--- src/rtl/pbus_pkg.sv ---
package pbus_pkg;
  localparam int unsigned DW_DEF = 18;
  localparam int unsigned IW_DEF = 16;
  localparam logic [15:0] MEM_IDX_DEF = 16'h0022;
  localparam logic [17:0] DEV_ID_DEF = 18'h2A5C3;
endpackage

--- src/rtl/pbus_sync.sv ---
module pbus_sync #(
  parameter int unsigned W = 22,
  parameter int unsigned STAGES = 2,
  parameter logic [W-1:0] RST = '0
) (
  input  logic         clk,
  input  logic         rst_n,
  input  logic [W-1:0] d,
  output logic [W-1:0] q
);
  logic [W-1:0] st [STAGES];

  for (genvar g = 0; g < STAGES; g++) begin : g_stage
    always_ff @(posedge clk or negedge rst_n) begin
      if (!rst_n) st[g] <= RST;
      else if (g == 0) st[g] <= d;
      else st[g] <= st[(g == 0) ? 0 : g-1];
    end
  end

  assign q = st[STAGES-1];
endmodule

--- src/rtl/pbus_pack.sv ---
module pbus_pack #(
  parameter int unsigned DW = 18,
  parameter int unsigned IW = 16
) (
  input  logic          clk,
  input  logic          rst_n,
  input  logic          mode8,
  input  logic          xfer,
  input  logic [DW-1:0] din,
  output logic          done,
  output logic          phase,
  output logic [DW-1:0] word,
  output logic [IW-1:0] idxw
);
  localparam int unsigned BW = 8;
  logic [BW-1:0] hi;

  always_ff @(posedge clk or negedge rst_n) begin
    if (!rst_n) begin
      hi    <= '0;
      phase <= 1'b0;
    end else if (xfer && mode8) begin
      if (!phase) hi <= din[BW-1:0];
      phase <= !phase;
    end
  end

  assign done = xfer && (!mode8 || phase);
  assign word = mode8 ? {hi, din[BW-1:0], {(DW-2*BW){1'b0}}} : din;
  assign idxw = mode8 ? IW'({hi, din[BW-1:0]}) : din[IW-1:0];

  // nothing commits after the first byte; the phase flag toggles on every byte
  a_r9_phase_toggle: assert property (@(posedge clk) disable iff (!rst_n)
    (xfer && mode8) |=> (phase != $past(phase)));
endmodule

--- src/rtl/pbus_rdpath.sv ---
module pbus_rdpath #(
  parameter int unsigned DW = 18
) (
  input  logic          clk,
  input  logic          rst_n,
  input  logic          prefetch,
  input  logic          advance,
  output logic          fetch_valid,
  input  logic          fetch_ready,
  input  logic          rsp_valid,
  input  logic [DW-1:0] rsp_data,
  output logic [DW-1:0] out_latch
);
  logic [DW-1:0] rdr;

  always_ff @(posedge clk or negedge rst_n) begin
    if (!rst_n) begin
      fetch_valid <= 1'b0;
      rdr         <= '0;
      out_latch   <= '0;
    end else begin
      if (prefetch || advance) fetch_valid <= 1'b1;
      else if (fetch_ready) fetch_valid <= 1'b0;
      if (rsp_valid) rdr <= rsp_data;
      if (advance) out_latch <= rdr;
    end
  end

  // a pending request is held until accepted
  a_r7_fetch_hold: assert property (@(posedge clk) disable iff (!rst_n)
    (fetch_valid && !fetch_ready) |=> fetch_valid);
endmodule

--- src/rtl/pbus_reg_if.sv ---
module pbus_reg_if
  import pbus_pkg::*;
#(
  parameter int unsigned DW = DW_DEF,
  parameter int unsigned IW = IW_DEF,
  parameter int unsigned SYNC_STAGES = 2,
  parameter logic [IW-1:0] MEM_IDX = MEM_IDX_DEF,
  parameter logic [DW-1:0] DEV_ID = DEV_ID_DEF
) (
  input  logic          clk,
  input  logic          rst_n,
  input  logic          mode8,
  input  logic          cs_n,
  input  logic          rs,
  input  logic          wr_n,
  input  logic          rd_n,
  input  logic [DW-1:0] db_in,
  output logic [DW-1:0] db_out,
  output logic          db_oe,
  output logic          cfg_wr_en,
  output logic [IW-1:0] cfg_idx,
  output logic [DW-1:0] cfg_data,
  output logic          pix_valid,
  input  logic          pix_ready,
  output logic [DW-1:0] pix_data,
  output logic          fetch_valid,
  input  logic          fetch_ready,
  input  logic          rsp_valid,
  input  logic [DW-1:0] rsp_data
);
  localparam int unsigned SW = DW + 4;
  localparam logic [SW-1:0] SRST = {1'b1, 1'b0, 1'b1, 1'b1, {DW{1'b0}}};

  logic [SW-1:0] syn;
  logic          s_cs_n, s_rs, s_wr, s_rd;
  logic [DW-1:0] s_db;
  logic          wr_q, rd_q, wr_rise, rd_rise, xfer;
  logic          done, phase;
  logic [DW-1:0] word, out_latch, rd_val;
  logic [IW-1:0] idxw, idx;
  logic          prefetch, advance;

  pbus_sync #(.W(SW), .STAGES(SYNC_STAGES), .RST(SRST)) u_sync (
    .clk(clk), .rst_n(rst_n), .d({cs_n, rs, wr_n, rd_n, db_in}), .q(syn));

  assign {s_cs_n, s_rs, s_wr, s_rd, s_db} = syn;
  assign wr_rise = !s_cs_n && s_wr && !wr_q;
  assign rd_rise = !s_cs_n && s_rd && !rd_q;
  assign xfer    = wr_rise || rd_rise;

  pbus_pack #(.DW(DW), .IW(IW)) u_pack (
    .clk(clk), .rst_n(rst_n), .mode8(mode8), .xfer(xfer), .din(s_db),
    .done(done), .phase(phase), .word(word), .idxw(idxw));

  assign prefetch = done && wr_rise && !s_rs && (idxw == MEM_IDX);
  assign advance  = done && rd_rise && s_rs && (idx == MEM_IDX);

  pbus_rdpath #(.DW(DW)) u_rd (
    .clk(clk), .rst_n(rst_n), .prefetch(prefetch), .advance(advance),
    .fetch_valid(fetch_valid), .fetch_ready(fetch_ready),
    .rsp_valid(rsp_valid), .rsp_data(rsp_data), .out_latch(out_latch));

  always_ff @(posedge clk or negedge rst_n) begin
    if (!rst_n) begin
      wr_q      <= 1'b1;
      rd_q      <= 1'b1;
      idx       <= '0;
      cfg_wr_en <= 1'b0;
      cfg_idx   <= '0;
      cfg_data  <= '0;
      pix_valid <= 1'b0;
      pix_data  <= '0;
    end else begin
      wr_q      <= s_wr;
      rd_q      <= s_rd;
      cfg_wr_en <= 1'b0;
      if (pix_valid && pix_ready) pix_valid <= 1'b0;
      if (done && wr_rise) begin
        if (!s_rs) idx <= idxw;
        else if (idx == MEM_IDX) begin
          if (!pix_valid) begin
            pix_valid <= 1'b1;
            pix_data  <= word;
          end
        end else begin
          cfg_wr_en <= 1'b1;
          cfg_idx   <= idx;
          cfg_data  <= word;
        end
      end
    end
  end

  // bus read path works from the raw pins: the host samples while rd_n is low
  always_comb begin
    if (!rs) rd_val = DEV_ID;
    else if (idx == MEM_IDX) rd_val = out_latch;
    else rd_val = '0;
    db_oe = !cs_n && !rd_n;
    if (!db_oe) db_out = '0;
    else if (mode8) db_out = DW'(phase ? rd_val[9:2] : rd_val[17:10]);
    else db_out = rd_val;
  end

  a_r5_pix_hold: assert property (@(posedge clk) disable iff (!rst_n)
    (pix_valid && !pix_ready) |=> (pix_valid && $stable(pix_data)));
  a_r3_cfg_pulse: assert property (@(posedge clk) disable iff (!rst_n)
    cfg_wr_en |=> !cfg_wr_en);
  a_r3_cfg_not_mem: assert property (@(posedge clk) disable iff (!rst_n)
    cfg_wr_en |-> (cfg_idx != MEM_IDX));
endmodule

--- config.mk ---
export PLATFORM = sky130hd
export DESIGN_NAME = pbus_reg_if
export DESIGN_NICKNAME = d
export VERILOG_FILES = /design/src/rtl/pbus_pkg.sv /design/src/rtl/pbus_sync.sv /design/src/rtl/pbus_pack.sv /design/src/rtl/pbus_rdpath.sv /design/src/rtl/pbus_reg_if.sv
export SDC_FILE = /design/constraint.sdc
export NUM_CORES = 1
export LEC_CHECK = 0
export BUFFER_PORTS_ARGS = -buffer_cell sky130_fd_sc_hd__buf_2
export CORE_ASPECT_RATIO = 0.8
export CORE_MARGIN = 3
export CORE_UTILIZATION = 44
export DETAILED_ROUTE_END_ITERATION = 16
export HOLD_SLACK_MARGIN = 0.15
export PLACE_DENSITY = 0.66
export SYNTH_ARGS = -nofsm -noshare
export SYNTH_HDL_FRONTEND = slang
export SYNTH_SLANG_ARGS = --single-unit
export TNS_END_PERCENT = 1
--- constraint.sdc ---
create_clock -name clk -period 5.81 [get_ports clk]
set_input_delay 0.2905 -clock clk [delete_from_list [all_inputs] [get_ports clk]]
set_output_delay 0.2905 -clock clk [all_outputs]
set_load 0.02 [all_outputs]
==> impl_summary.txt <==
----------------------------------------------------
[Pwr]
  Peak ir drop on the vdd network ... 0.2578 mV
  PwrDens ... between 400 and 500 mW/mm^2
  Cell leakage power ... just under 4 nW

[Cells and area]
  Final std cells w/o fill ... between 700 and 800
  Signed area change from the synthesized netlist to the final layout ... 29.25%
  Antenna diode count ... 0
  Share of the core filled with cells ... 0.5907
  Proportion of layout cells with a drive suffix above 1 ... 0.3880
  Nets ... around 650

[Yosys]
  Largest cells by area after synthesis ... sky130_fd_sc_hd__dfrtp_1 (61%), sky130_fd_sc_hd__mux2_2 (13%), sky130_fd_sc_hd__mux2_1 (7.7%), sky130_fd_sc_hd__dfstp_2 (3.3%), sky130_fd_sc_hd__nand2_1 (1.5%)
  Count leader, synth ... sky130_fd_sc_hd__dfrtp_1
  Syn Area/Cell ... about 14 um^2
  Yosys warning total ... 0
  Cell area after synthesis ... around 0.0063 mm^2
  FFs w/ async S/R, synth ... 1.000
  Number of synthesized register bits ... around 160
  Most frequent cells after synthesis ... sky130_fd_sc_hd__dfrtp_1 (154), sky130_fd_sc_hd__mux2_2 (70), sky130_fd_sc_hd__mux2_1 (43)
  Share of the yosys chip area belonging to registers ... 0.6450
  Number of enable-type register cells in the synthesized netlist ... 0
  Top-area cell type share of the netlist area ... 0.6116
  Cell count after synthesis ... 440
  Top flip-flop cell by instance count after synthesis ... sky130_fd_sc_hd__dfrtp_1
  Cell taking the most area after synthesis ... sky130_fd_sc_hd__dfrtp_1
  Number of unique standard cell types used by synthesis ... 44
  Syn_nets ... 486

[Placement]
  Placed Cells ... approximately 720
  Post-DP HPWL ... just over 9000 um
  Number of buffers inserted by port buffering ... 119
  Worst slack at placement ... about 2.8 ns
  RD Place Congestion ... between 0.8 and 0.9

[STA]
  Final number of setup-violating endpoints ... 0
  Pin slew with the least headroom to its limit ... 1.061 ns
  Max-Slew Margin vs Limit ... 0.2905
  Fin worst setup slack ... ~2.6 ns
  Setup repair after global routing missed its margin ... no
  Setup TNS ... 0 ns
  Slew Limit Fails ... 0
  Clock period minus final worst setup slack ... approximately 3.2 ns
  Largest clock skew in the final design ... ~0.015 ns
  Achievable Freq ... 312.6 MHz
  Final number of hold-violating endpoints ... 0
  Share of the clock period used by the worst path ... 0.5506

[CTS]
  Hold buffer count at CTS ... 43
  H-tree Lvls ... 4
  Number of sinks driven by the clock tree ... around 160
  Clock latency on the worst-skew pair ... 0.42 ns
  Clock Root Buffer ... sky130_fd_sc_hd__clkbuf_16
  TritonCTS buffer count ... 17
  Total of cells resized after clock tree synthesis ... 0
  TritonCTS clock tree ... yes
  Max clock buf depth ... 2
  Post-CTS setup repair buffer count ... 0
  Clock edge transition at the registers on the reported setup and hold paths ... around 0.06 ns

[Floorplanning]
  Height of the chip ... approximately 110 um
  Cell Rows ... 38
  Die outline width ... approximately 140 um
  Area of the die ... ~0.016 mm^2
  Starting density of the core ... 0.4570
  Total I/O pin count ... 120
  Placeable core region ... between 0.01 and 0.015 mm^2

[Drt]
  Via density per instance ... roughly 5.1
  Average detailed-routed wire length per instance ... about 17 um
  First-pass iteration count of the detailed router ... 4
  DR DRC count ... 0
  Total via count in the routed design ... about 4000
  Final WL ... about 14000 um
  Detail Route Antenna Nets ... 0
  Number of violations reported at the end of detailed-routing iteration 0 ... ~270

[Worst setup path]
  CP max stage cell ... sky130_fd_sc_hd__and4_1
  Worst path cell trace ... nor4b_2 -> and4_1 -> o21ai_0 -> a2111oi_0 -> buf_2
  CP Launch Type ... flop
  Sort of element at the end of the critical path ... primary output
  Largest delay share family, worst path ... simple AND/OR/NAND/NOR gates
  Worst path arrival time ... slightly below 3 ns
  Max stage delay on crit path ... between 0.6 and 0.7 ns
  FF-to-FF Start ... u_pack.phase$_DFFE_PN0N_
  Crit Reg-Reg Endpoint ... pix_data[7]$_DFFE_PN0P_
  Required time worst endpoint ... around 5.5 ns
  Worst Reg2Reg Path Length in Cells ... 4
  WP buf/inv ... 1
  CP Class ... reg2out
  Crit path max fanout ... 17
  Worst reg-to-reg setup slack ... 3.10 ns

[Global route]
  Pin count of the biggest net entering global routing ... 88
  Global-route wire length before repair ... roughly 23000 um
  Antenna violations before repair ... 0
  Total track usage ... 0.1839
  Vias in the first global route ... roughly 4300
  Total grt overflow ... 0

[Outcome]
  Run status ... finished, final reports clean

[Flow run]
  Max-cap violations ... 0

[Hold path]
  HP Start ... u_sync.st[27]$_DFF_PN0_
  Path category of the worst min-delay check ... reg2reg
  Worst hold path endpoint ... u_sync.q[5]$_DFF_PN0_
  Count of cells along the worst hold path ... 0

----------------------------------------------------
flip-flops by register name, summed over array words and instances, names as in the netlist, 8 cells and up:
register	count
cfg_data	18
cfg_idx	16
idx	16
pix_data	18
u_pack.hi	8
u_rd.out_latch	18
u_rd.rdr	18
u_sync.q	22
u_sync.st	22
logic make-up (layout without fill, tap and decap cells):
logic type	Yosys count	in the layout	share of synthesized area
AND/OR/NAND/NOR	95	95	0.08876
AO/OA/AOI/OAI	39	39	0.03853
XOR/XNOR	1	1	0.001390
flip-flops	162	162	0.6450
buffers and inverters	29	205	0.02283
multiplexers	114	114	0.2035
metrics by stage:
step	area, um^2	hold WS [ns]	power, mW
after detailed placement	7044	0.3347	2.115
after CTS	8144	0.3475	3.399
after global placement	7044	0.3321	2.087
after floorplan	6301	-0.005091	1.860
final	8144	0.3465	3.363
after global routing	8144	0.3526	3.522
where the power goes:
part / total, mW / internal (mW) / switching (mW)
Sequential: 1.51 / 1.35 / 0.160
Clock: 1.25 / 0.828 / 0.424
Combinational: 0.607 / 0.268 / 0.340
Total: 3.36 / 2.44 / 0.923
layout by cell type, fill, tap and decap left out, types with 13 or more instances in the layout:
cell type | synthesis | routed
sky130_fd_sc_hd__mux2_1 | 43 | 43
sky130_fd_sc_hd__mux2_2 | 70 | 70
sky130_fd_sc_hd__clkbuf_16 | 0 | 17
sky130_fd_sc_hd__dlygate4sd3_1 | 0 | 43
sky130_fd_sc_hd__a31oi_1 | 13 | 13
sky130_fd_sc_hd__dfrtp_1 | 154 | 154
sky130_fd_sc_hd__nand2_1 | 25 | 25
sky130_fd_sc_hd__nor2_1 | 18 | 18
sky130_fd_sc_hd__buf_2 | 4 | 118
routing by layer:
layer | vias up | track usage | share of wire
met5 | - | 0 | 0
met4 | 0 | 0.06198 | 0.013
met3 | 13 | 0.04647 | 0.054
met2 | 127 | 0.2768 | 0.45
met1 | 2042 | 0.2636 | 0.48
li1 | 1884 | - | -
worst max path at each step:
| stage | endpoint | cells after the start | slack [ns] | start |
|---|---|---|---|---|
| after floorplan | db_out[0] | 5 | 3.18 | idx[13]$_DFFE_PN0P_ |
| after global placement | pix_data[1]$_DFFE_PN0P_ | 5 | 2.97 | mode8 |
| after detailed placement | pix_data[1]$_DFFE_PN0P_ | 5 | 2.85 | mode8 |
| after CTS | db_out[0] | 5 | 2.62 | idx[14]$_DFFE_PN0P_ |
| after global routing | db_out[0] | 5 | 2.36 | idx[14]$_DFFE_PN0P_ |
| final | db_out[0] | 5 | 2.61 | idx[14]$_DFFE_PN0P_ |
final cells by class:
type | instances | area (um^2)
Inverter | 9 | 33.78
Timing Repair Buffer | 164 | 1047
Sequential cell | 162 | 4064
Clock inverter | 10 | 205.2
Tap cell | 180 | 225.2
Multi-Input combinational cell | 249 | 2105
Clock buffer | 22 | 464.2
Fill cell | 1116 | 5644
Power figures use the tool's default switching activity.
